===== src/rtl/stp_pkg.sv =====
package stp_pkg;

    localparam int FRAME_BITS = 52;

    typedef enum logic {
        XFER_READ  = 1'b0,
        XFER_WRITE = 1'b1
    } xfer_mode_e;

    typedef enum logic [1:0] {
        SH_HOLD,
        SH_LOAD,
        SH_SHIFT_OUT,
        SH_SHIFT_IN
    } sh_op_e;

    typedef struct packed {
        logic ce;
        logic wsel;
        logic sclk;
        logic sdi;
    } pin_bus_t;

    typedef struct packed {
        logic rise;
        logic fall;
    } sclk_evt_t;

    function automatic int cnt_width(input int n);
        return $clog2(n + 1);
    endfunction

endpackage


===== src/rtl/stp_sync.sv =====
module stp_sync #(
    parameter int W      = 4,
    parameter int STAGES = 2
) (
    input  logic         clk,
    input  logic         rst,
    input  logic [W-1:0] d,
    output logic [W-1:0] q
);
    logic [W-1:0] st [STAGES];

    always_ff @(posedge clk) begin
        if (rst) begin
            for (int i = 0; i < STAGES; i++) st[i] <= '0;
        end else begin
            st[0] <= d;
            for (int i = 1; i < STAGES; i++) st[i] <= st[i-1];
        end
    end

    assign q = st[STAGES-1];
endmodule


===== src/rtl/stp_ctrl.sv =====
module stp_ctrl
    import stp_pkg::*;
#(
    parameter int BITS = FRAME_BITS
) (
    input  logic      clk,
    input  logic      rst,
    input  pin_bus_t  pins,
    output sclk_evt_t evt,
    output sh_op_e    sh_op,
    output logic      oe,
    output logic      div_rst,
    output logic      carry_hold,
    output logic      flag_clr,
    output logic      commit,
    output logic      test_clr
);
    localparam int CW = cnt_width(BITS);
    localparam logic [CW-1:0] LAST = CW'(BITS - 1);
    localparam logic [CW-1:0] FULL = CW'(BITS);

    logic          sclk_q;
    logic          active;
    xfer_mode_e    mode;
    logic [CW-1:0] cnt;
    logic          take_edge;

    assign evt.rise  = pins.sclk & ~sclk_q;
    assign evt.fall  = ~pins.sclk & sclk_q;
    assign take_edge = pins.ce & active & evt.rise & (cnt < FULL);

    // Operation handed to the shift register for this cycle
    always_comb begin
        sh_op = SH_HOLD;
        if (take_edge) begin
            if (mode == XFER_WRITE)   sh_op = SH_SHIFT_IN;
            else if (cnt == '0)       sh_op = SH_LOAD;
            else                      sh_op = SH_SHIFT_OUT;
        end
    end

    always_ff @(posedge clk) begin
        if (rst) begin
            sclk_q     <= 1'b0;
            active     <= 1'b0;
            mode       <= XFER_READ;
            cnt        <= '0;
            div_rst    <= 1'b0;
            carry_hold <= 1'b0;
            flag_clr   <= 1'b0;
            commit     <= 1'b0;
        end else begin
            sclk_q   <= pins.sclk;
            div_rst  <= 1'b0;
            flag_clr <= 1'b0;
            commit   <= 1'b0;
            if (!pins.ce) begin
                // frame closed: release has priority over any edge
                active     <= 1'b0;
                cnt        <= '0;
                carry_hold <= 1'b0;
            end else if (!active) begin
                active <= 1'b1;
                mode   <= xfer_mode_e'(pins.wsel);
                cnt    <= '0;
            end else begin
                if (evt.fall && mode == XFER_WRITE && cnt == CW'(1) && !carry_hold) begin
                    div_rst    <= 1'b1;
                    carry_hold <= 1'b1;
                end
                if (take_edge) begin
                    cnt <= cnt + CW'(1);
                    if (cnt == LAST) begin
                        if (mode == XFER_WRITE) commit   <= 1'b1;
                        else                    flag_clr <= 1'b1;
                    end
                end
            end
        end
    end

    assign oe       = active & (mode == XFER_READ);
    assign test_clr = ~active;
endmodule


===== src/rtl/stp_shreg.sv =====
module stp_shreg
    import stp_pkg::*;
#(
    parameter int BITS = FRAME_BITS
) (
    input  logic            clk,
    input  logic            rst,
    input  sh_op_e          op,
    input  logic [BITS-1:0] snap,
    input  logic            sdi,
    input  logic            oe,
    output logic [BITS-1:0] q,
    output logic            sdo
);
    always_ff @(posedge clk) begin
        if (rst) begin
            q <= '0;
        end else begin
            unique case (op)
                SH_LOAD:      q <= snap;
                SH_SHIFT_OUT: q <= {1'b0, q[BITS-1:1]};
                SH_SHIFT_IN:  q <= {sdi, q[BITS-1:1]};
                default:      q <= q;
            endcase
        end
    end

    assign sdo = oe & q[0];
endmodule


===== src/rtl/stp_port.sv =====
module stp_port
    import stp_pkg::*;
#(
    parameter int BITS        = FRAME_BITS,
    parameter int SYNC_STAGES = 2
) (
    input  logic            clk,
    input  logic            rst,
    input  logic            ce_pin,
    input  logic            wsel_pin,
    input  logic            sclk_pin,
    input  logic            sdi_pin,
    input  logic [BITS-1:0] snap_i,
    output logic            sdo,
    output logic            sdo_oe,
    output logic            commit_o,
    output logic [BITS-1:0] commit_data_o,
    output logic            div_rst_o,
    output logic            carry_hold_o,
    output logic            flag_clr_o,
    output logic            test_clr_o
);
    localparam int PW = $bits(pin_bus_t);

    pin_bus_t  pins_raw;
    pin_bus_t  pins_s;
    logic      ce_s;
    sclk_evt_t evt;
    sh_op_e    sh_op;

    assign pins_raw = '{ce: ce_pin, wsel: wsel_pin, sclk: sclk_pin, sdi: sdi_pin};
    assign ce_s     = pins_s.ce;

    stp_sync #(.W(PW), .STAGES(SYNC_STAGES)) u_sync (
        .clk (clk),
        .rst (rst),
        .d   (pins_raw),
        .q   (pins_s)
    );

    stp_ctrl #(.BITS(BITS)) u_ctrl (
        .clk        (clk),
        .rst        (rst),
        .pins       (pins_s),
        .evt        (evt),
        .sh_op      (sh_op),
        .oe         (sdo_oe),
        .div_rst    (div_rst_o),
        .carry_hold (carry_hold_o),
        .flag_clr   (flag_clr_o),
        .commit     (commit_o),
        .test_clr   (test_clr_o)
    );

    stp_shreg #(.BITS(BITS)) u_shreg (
        .clk  (clk),
        .rst  (rst),
        .op   (sh_op),
        .snap (snap_i),
        .sdi  (pins_s.sdi),
        .oe   (sdo_oe),
        .q    (commit_data_o),
        .sdo  (sdo)
    );
endmodule


===== config.mk =====
export PLATFORM = sky130hd
export DESIGN_NAME = stp_port
export DESIGN_NICKNAME = d
export VERILOG_FILES = /design/src/rtl/stp_pkg.sv /design/src/rtl/stp_sync.sv /design/src/rtl/stp_ctrl.sv /design/src/rtl/stp_shreg.sv /design/src/rtl/stp_port.sv
export SDC_FILE = /design/constraint.sdc
export NUM_CORES = 1
export LEC_CHECK = 0
export BUFFER_PORTS_ARGS = -buffer_cell sky130_fd_sc_hd__buf_2
export CORE_MARGIN = 2
export CORE_UTILIZATION = 38
export DETAILED_ROUTE_END_ITERATION = 12
export PLACE_DENSITY = 0.65
export SKIP_CTS_REPAIR_TIMING = 1
export SLEW_MARGIN = 0
export SYNTH_ARGS = -nofsm -noshare
export SYNTH_HDL_FRONTEND = slang
export SYNTH_SLANG_ARGS = --single-unit
export TNS_END_PERCENT = 100

===== constraint.sdc =====
create_clock -name clk -period 1.7 [get_ports clk]
set_input_delay 0.255 -clock clk [delete_from_list [all_inputs] [get_ports clk]]
set_output_delay 0.255 -clock clk [all_outputs]
set_load 0.01 [all_outputs]

==> key figures, run 1 <==
Run status
  – Run status: completed

Timing
  – Clock skew: around 14 ps
  – Worst-Margin Slew: between 400 and 500 ps
  – RSZ-0062 raised after global routing: yes
  – Rel. slew slack: 0.713
  – Period minus WS final: 1660 ps
  – Final Hold Viols: 0
  – # setup viols final: 0
  – Final Cycle Share: 0.977
  – Max-slew violation count: 0
  – Setup tns final: 0 ps
  – Peak Freq: roughly 600 MHz

Drt
  – DRC errors left: 0
  – First drt pass iteration count: 4
  – Initial DRC count: approximately 170
  – Vias per Instance: approximately 5.7
  – Routed via count: roughly 3600
  – Final wirelength: roughly 10000 um
  – Wirelength per Cell: 16.0 um
  – Final ANT Viol Nets: 0

Clock network
  – Clock sinks: 73
  – Clock slew at reported path FFs: roughly 80 ps
  – H-tree levels: 3
  – Root Buffer: clkbuf_8
  – Clock insertion delay at the later pin of the skew report: between 300 and 400 ps
  – CTS Buf Count: 9
  – Clock buffer depth: 2
  – TritonCTS clock tree: yes

Yosys
  – Synthesized area per cell: roughly 9.1 um^2
  – Yosys warning total: 0
  – Seq cells post-synth: 73
  – Number of unique standard cell types used by synthesis: 40
  – Syn Nets: 457
  – Post-Synthesis Cells: roughly 400
  – Sequential fraction of the synthesis area: 0.403
  – Syn Std Cell Area: 3620 um^2

Layout
  – Syn-to-layout area delta: 22.7%
  – # diodes: 0
  – # nets final: approximately 560
  – Post-Layout Inst Area: around 4400 um^2
  – Layout cell share with drive strength beyond 1: 0.334
  – Number of fill cells: about 900

Die
  – DIE AREA: 10300 um^2
  – Starting Density: 0.392
  – Core Area: approximately 9200 um^2
  – Chip width: around 100 um
  – Std-Cell Rows: 35
  – I/O Pins: 117
  – Die height: between 100 and 150 um

Global routing
  – First-pass GRT wire length: 16100 um
  – Largest net degree at the start of global routing: 56
  – Congestion Overflow GR: 0
  – Antenna violations before repair: 0
  – Number of global-route vias before repair: around 3200
  – Total global-route track usage: 0.197

Critical path
  – Slowest cell on crit path: or4b_4
  – Worst Setup Start Kind: flip-flop
  – Setup CP Type: flip-flop to flip-flop
  – Worst Path Arrival: 1870 ps
  – RR Startpoint: u_ctrl.cnt[1]$_SDFFE_PP0N_
  – Crit-path cells: inv_1, ha_1, or4b_4, buf_6, o21ai_0, a311oi_1
  – WP depth: 6
  – RR Endpoint: u_shreg.q[8]$_SDFFE_PP0P_
  – Worst-path maximum fanout: 15
  – Worst setup startpoint: u_ctrl.cnt[1]$_SDFFE_PP0N_
  – Slowest cell delay on critical path: 500 ps
  – Worst R2R Path Depth: 6
  – Crit path max-delay family: simple AND/OR/NAND/NOR gates
  – CP Buf/Inv Count: 2
  – Setup crit end kind: flip-flop
  – Critical path endpoint: u_shreg.q[8]$_SDFFE_PP0P_
  – CP Data Required Time: approximately 1900 ps
  – Reg2reg setup slack: around 39 ps

Pwr
  – PD cells: a little under 800 nW/um^2
  – Leakage power: 1.85 nW
  – Max VDD drop: just over 0.5 mV

Placed design
  – RePlAce Congestion: about 0.84
  – Dpl hpwl: ~6600 um
  – Area post-placement: 4170 um^2
  – IO buf count: ~120

Min path
  – Hold Crit Class: input pin to flip-flop

Job
  – Maxcap violations: 0
-- power by group --
| part | internal [mW] | leakage [nW] | switching (mW) |
|---|---|---|---|
| sequential | 1.72 | 0.590 | 0.00571 |
| combinational | 0.0834 | 1.14 | 0.0848 |
| clock | 0.917 | 0.117 | 0.679 |
| total | 2.72 | 1.85 | 0.769 |
-- cells in the mapped netlist, drive strengths merged --
| cell | instances | area [um^2] |
|---|---|---|
| a21oi | 55 | 275 |
| a311oi | 52 | 462 |
| a32o | 1 | 10.0 |
| and3 | 2 | 12.5 |
| and3b | 1 | 8.76 |
| and4b | 1 | 10.0 |
| buf | 15 | 136 |
| clkbuf | 24 | 234 |
| clkdlybuf4s15 | 1 | 10.0 |
| clkdlybuf4s50 | 1 | 11.3 |
| dfxtp | 73 | 1460 |
| dlygate4sd3 | 3 | 30.0 |
| dlymetal6s2s | 5 | 62.6 |
| ha | 3 | 37.5 |
| inv | 4 | 15.0 |
| mux2i | 2 | 20.0 |
| nand2 | 5 | 18.8 |
| nand2b | 1 | 6.26 |
| nand3 | 58 | 290 |
| nand3b | 1 | 7.51 |
| nand4 | 1 | 6.26 |
| nand4b | 1 | 8.76 |
| nor2 | 5 | 21.3 |
| nor2b | 12 | 75.1 |
| nor3 | 5 | 25.0 |
| nor4b | 1 | 23.8 |
| o211a | 1 | 10.0 |
| o211ai | 1 | 12.5 |
| o21ai | 55 | 275 |
| o31ai | 1 | 7.51 |
| or2 | 1 | 6.26 |
| or3 | 1 | 6.26 |
| or4 | 2 | 15.0 |
| or4b | 1 | 10.0 |
-- logic make-up after synthesis --
logic type	after synthesis	synth area share
fa+ha+maj	3	0.0104
mux	2	0.00553
flops	73	0.403
buf+inv	53	0.138
simple gates	99	0.152
compound gates	166	0.290
-- sequential cells by signal, summed over array words and instances, names as in the netlist --
| register | cells |
|---|---|
| u_ctrl.active | 1 |
| u_ctrl.carry_hold | 1 |
| u_ctrl.cnt | 6 |
| u_ctrl.commit | 1 |
| u_ctrl.div_rst | 1 |
| u_ctrl.flag_clr | 1 |
| u_ctrl.mode | 1 |
| u_ctrl.sclk_q | 1 |
| u_shreg.q | 52 |
| u_sync.st | 8 |
-- area by class of cell --
type | count | area, um^2 | share of cell area
Sequential cell | 73 | 1460 | 0.329
Clock buffer | 11 | 151 | 0.0341
Timing Repair Buffer | 143 | 870 | 0.196
Inverter | 4 | 15.0 | 0.00338
Multi-Input combinational cell | 270 | 1700 | 0.383
Tap cell | 129 | 161 | 0.0363
Clock inverter | 5 | 85.1 | 0.0191
-- layout by cell type, fill, tap and decap left out, drive strengths merged, types with 2 or more instances in the layout --
master  netlist  final
o21ai        55     55
clkbuf       24     11
nor2b        12     12
dfxtp        73     73
bufinv        0      2
nor3          5      5
nand3        58     58
mux2i         2      2
or4           2      2
a311oi       52     52
buf          15    143
nand2         5      5
nor2          5      5
and3          2      2
a21oi        55     55
ha            3      3
inv           4      6
-- worst min-delay path by stage --
stage | startpoint | to | slack (ps) | depth (start not counted)
floorplan | sdi_pin | u_sync.st[0][0]$_SDFF_PP0_ | 380 | 1
global route | ce_pin | u_sync.st[0][3]$_SDFF_PP0_ | 110 | 2
detailed placement | u_sync.st[0][1]$_SDFF_PP0_ | u_sync.st[0][5]$_SDFF_PP0_ | 420 | 1
global placement | u_sync.st[0][3]$_SDFF_PP0_ | u_sync.st[0][7]$_SDFF_PP0_ | 420 | 1
finish | sdi_pin | u_sync.st[0][0]$_SDFF_PP0_ | 120 | 2
CTS | sdi_pin | u_sync.st[0][0]$_SDFF_PP0_ | 110 | 2
-- per-layer routing --
metal,global-route usage,share of wire
met1,0.278,0.44
met2,0.298,0.48
met3,0.0469,0.076
met4,0.0582,0.010
met5,0,0
-- through the flow --
| stage | cells | hold slack (ps) | utilization | setup WS, ps | power (mW) |
|---|---|---|---|---|---|
| 4_1_cts | 634 | 107 | 0.477 | -51.5 | 3.52 |
| 6_report | 635 | 121 | 0.481 | 38.8 | 3.49 |
| 5_1_grt | 635 | 114 | 0.481 | -36.2 | 3.63 |
| 3_5_place_dp | 618 | 424 | 0.452 | -29.7 | 1.93 |
| 3_3_place_gp | 618 | 424 | 0.452 | 53.7 | 1.93 |
| 2_1_floorplan | 396 | 383 | - | 93.4 | 1.85 |
-- worst register-to-register path, delay by kind of cell (launching register included) --
kind / cells / cell delay [ps]
and+or+nand+nor: 1 / 500
DFF: 1 / 320
buffers and inverters: 2 / 260
AOI/OAI and AO/OA: 2 / 270
adders and majority gates: 1 / 170
Power figures use the tool's default switching activity.
==> run 2, diff against run 1 <==
--- a/config.mk
+++ b/config.mk
@@ -5,6 +5,7 @@
 export SDC_FILE = /design/constraint.sdc
 export NUM_CORES = 1
 export LEC_CHECK = 0
+export ABC_AREA = 1
 export BUFFER_PORTS_ARGS = -buffer_cell sky130_fd_sc_hd__buf_2
 export CORE_MARGIN = 2
 export CORE_UTILIZATION = 38
==> run 2 against run 1 <==
Final cell count up 32%. Register-to-register slack gained 180 ps. Global-route usage shrank 1.7 points. Highest routed layer unchanged. Total power fell by 2.5%. Combinational power grew 4%. Count of clock-buffer cells in the layout shrank 2. Utilization is 1.8 points higher. Area after synthesis increased by 0.52%. Synthesized cell count rose by 49%. Sequential share of layout area is 1.3 points lower. Critical path depth rose by 2.
==> key figures, run 2 <==
Run status
  – Run status: completed

Yosys
  – Synthesized area per cell: 6.18 um^2
  – Syn Std Cell Area: around 3600 um^2
  – Post-synthesis compound-gate area fraction: 0.0612
  – Xor/xnor share of the synthesized area: 0.00722
  – Synth area leaders: dfxtp_1 (40%), nand2_1 (19%), inv_1 (12%), nor2_1 (7.5%), nand3_1 (5.5%)
  – Mux contribution to synthesized area: 0
  – Post-synth top cells: nand2_1 (189), inv_1 (121), dfxtp_1 (73), nor2_1 (73), nand3_1 (40)
  – Post-Synthesis Cells: just under 600
  – Share of flip-flops with an asynchronous set or reset: 0
  – Share of Yosys cell area claimed by the top area cell type: 0.401
  – Area share of fa/ha/maj cells after synthesis: 0.0103
  – Leading area contributor after synthesis: dfxtp_1
  – Simple-gate share of the synthesized area: 0.345
  – Largest family of logic cells by synthesized area: simple AND/OR/NAND/NOR gates
  – Main synth FF type: dfxtp_1
  – Most common cell in the netlist: nand2_1
  – Syn Nets: 650
  – Number of unique standard cell types used by synthesis: 24
  – Yosys warning total: 0
  – Sequential fraction of the synthesis area: 0.401
  – Seq cells post-synth: 73
  – Number of enable flip-flop cells after synthesis: 0

Critical path
  – CP Data Required Time: ~1900 ps
  – Worst-path maximum fanout: 14
  – Worst R2R Path Depth: 8
  – Worst setup startpoint: u_sync.st[0][7]$_SDFF_PP0_
  – RR Startpoint: u_sync.st[0][7]$_SDFF_PP0_
  – Worst Setup Start Kind: flip-flop
  – Worst Path Arrival: 1730 ps
  – Setup crit end kind: flip-flop
  – Setup CP Type: flip-flop to flip-flop

Global routing
  – First-pass GRT wire length: 15000 um
  – Largest net degree at the start of global routing: 33
  – Total global-route track usage: 0.180
  – Antenna violations before repair: 0
  – Number of global-route vias before repair: approximately 3300
  – Congestion Overflow GR: 0

Clock network
  – H-tree levels: 3
  – CTS Buf Count: 9
  – Root Buffer: clkbuf_8
  – Clock insertion delay at the later pin of the skew report: 350 ps
  – Clock sinks: 73
  – Clock buffer depth: 2
  – TritonCTS clock tree: yes
  – Clock slew at reported path FFs: roughly 80 ps

Timing
  – Hold WS: between 100 and 150 ps
  – # setup viols final: 0
  – Final Hold Viols: 0
  – Max-slew violation count: 0
  – Rel. slew slack: 0.775
  – Setup tns final: 0 ps
  – RSZ-0062 raised after global routing: no
  – Peak Freq: approximately 670 MHz
  – Clock skew: roughly 5.7 ps
  – Final Cycle Share: 0.874
  – Worst-Margin Slew: ~340 ps
  – Period minus WS final: between 1000 and 1500 ps
  – Setup ws final: between 200 and 250 ps

Layout
  – Top flop regs: u_shreg.q: 52 flops, u_sync.st: 8 flops, u_ctrl.cnt: 6 flops
  – Register cell area after layout: between 1000 and 1500 um^2
  – Most common cell after layout, fill and taps aside: nand2_1
  – Fin cells: 839
  – # nets final: 766
  – Max reg flops: 52
  – Post-Layout Inst Area: about 4600 um^2
  – Final Util: 0.499
  – Syn-to-layout area delta: 27.3%
  – Layout cell share with drive strength beyond 1: 0.223
  – Reg with most FFs: u_shreg.q
  – # diodes: 0
  – Number of fill cells: around 1000
  – Area occupied by multi-input gates: between 1500 and 2000 um^2
  – Most frequent cells in the layout: nand2_1 (189), inv_1 (121), buf_2 (116)

Placed design
  – Area post-placement: between 4000 and 5000 um^2
  – IO buf count: around 120
  – Setup WS pre-CTS: about 160 ps
  – RePlAce Congestion: 0.819
  – Cells after DPL: just over 800
  – Dpl hpwl: approximately 6600 um

Die
  – I/O Pins: approximately 120
  – DIE AREA: roughly 10000 um^2
  – Core Area: 9280 um^2
  – Starting Density: 0.392
  – Chip width: between 100 and 150 um
  – Die height: 102 um
  – Std-Cell Rows: 35

Job
  – Maxcap violations: 0

Pwr
  – PD cells: ~730 nW/um^2
  – Total Power: 3.40 mW
  – Leakage power: 2.48 nW
  – Max VDD drop: around 0.39 mV

Drt
  – Initial DRC count: between 100 and 150
  – Vias per Instance: about 4.4
  – Final ANT Viol Nets: 0
  – Final wirelength: 9340 um
  – Routed via count: around 3700
  – First drt pass iteration count: 4
  – Wirelength per Cell: between 10 and 15 um
  – DRC errors left: 0

Min path
  – Hold Path Depth: 3
  – HP Start: ce_pin
  – Hold Crit Class: input pin to flip-flop
run 2: cell count changes in the layout (fill, tap and decap cells not counted), moves of 16 or more:
cell and delta:
nand3_1 -18, o21ai_0 -18, nor2_1 +69, o21ai_1 -31, nand2_1 +184, a311oi_1 -50, a21oi_1 -16, inv_1 +117
run 2: worst paths after layout:
path                                end  slack (ps)
min          u_sync.st[0][3]$_SDFF_PP0_         110
min reg2reg  u_sync.st[0][4]$_SDFF_PP0_         400
max reg2reg  u_shreg.q[43]$_SDFFE_PP0P_         210
max          u_shreg.q[43]$_SDFFE_PP0P_         210
run 2: report_power, final:
group	leakage (nW)	internal [mW]	total [mW]	switching, mW
Clock	0.109	0.826	1.50	0.678
Combinational	1.78	0.0839	0.175	0.0914
Sequential	0.590	1.72	1.73	0.00549
Total	2.48	2.63	3.40	0.775
run 2: cell families (layout without fill, tap and decap cells):
logic type | count (synthesis) | after routing
and+or+nand+nor | 312 | 312
buffers and inverters | 154 | 275
DFF | 73 | 73
AOI/OAI and AO/OA | 44 | 44
adders and majority gates | 3 | 3
xor gates and xnor gates | 3 | 3
run 2: per-layer routing:
metal  up-vias  track usage  part of all wire  wire (um)
met5         -            0                 0          0
met4         0       0.0533             0.013        122
met3        11       0.0376             0.052        489
met2        99        0.314              0.47       4370
met1      1593        0.223              0.47       4370
li1       1949            -                 -          -
run 2: layout make-up:
cell class                 instances  share of cell area
tap                              129              0.0348
multi-input combinational        362               0.335
inverter                         126               0.103
timing repair buffer             133               0.165
clock inverter                     7              0.0205
sequential                        73               0.315
clock buffer                       9              0.0267
run 2: worst max-delay path, cell delays in order, from the launching register on:
cell and delay (ps):
dfxtp_1 380, nand3_1 100, nor2_1 180, nand2_4 90, inv_2 170, buf_4 240
nand2_1 80, nor2_1 100, nor2_1 50
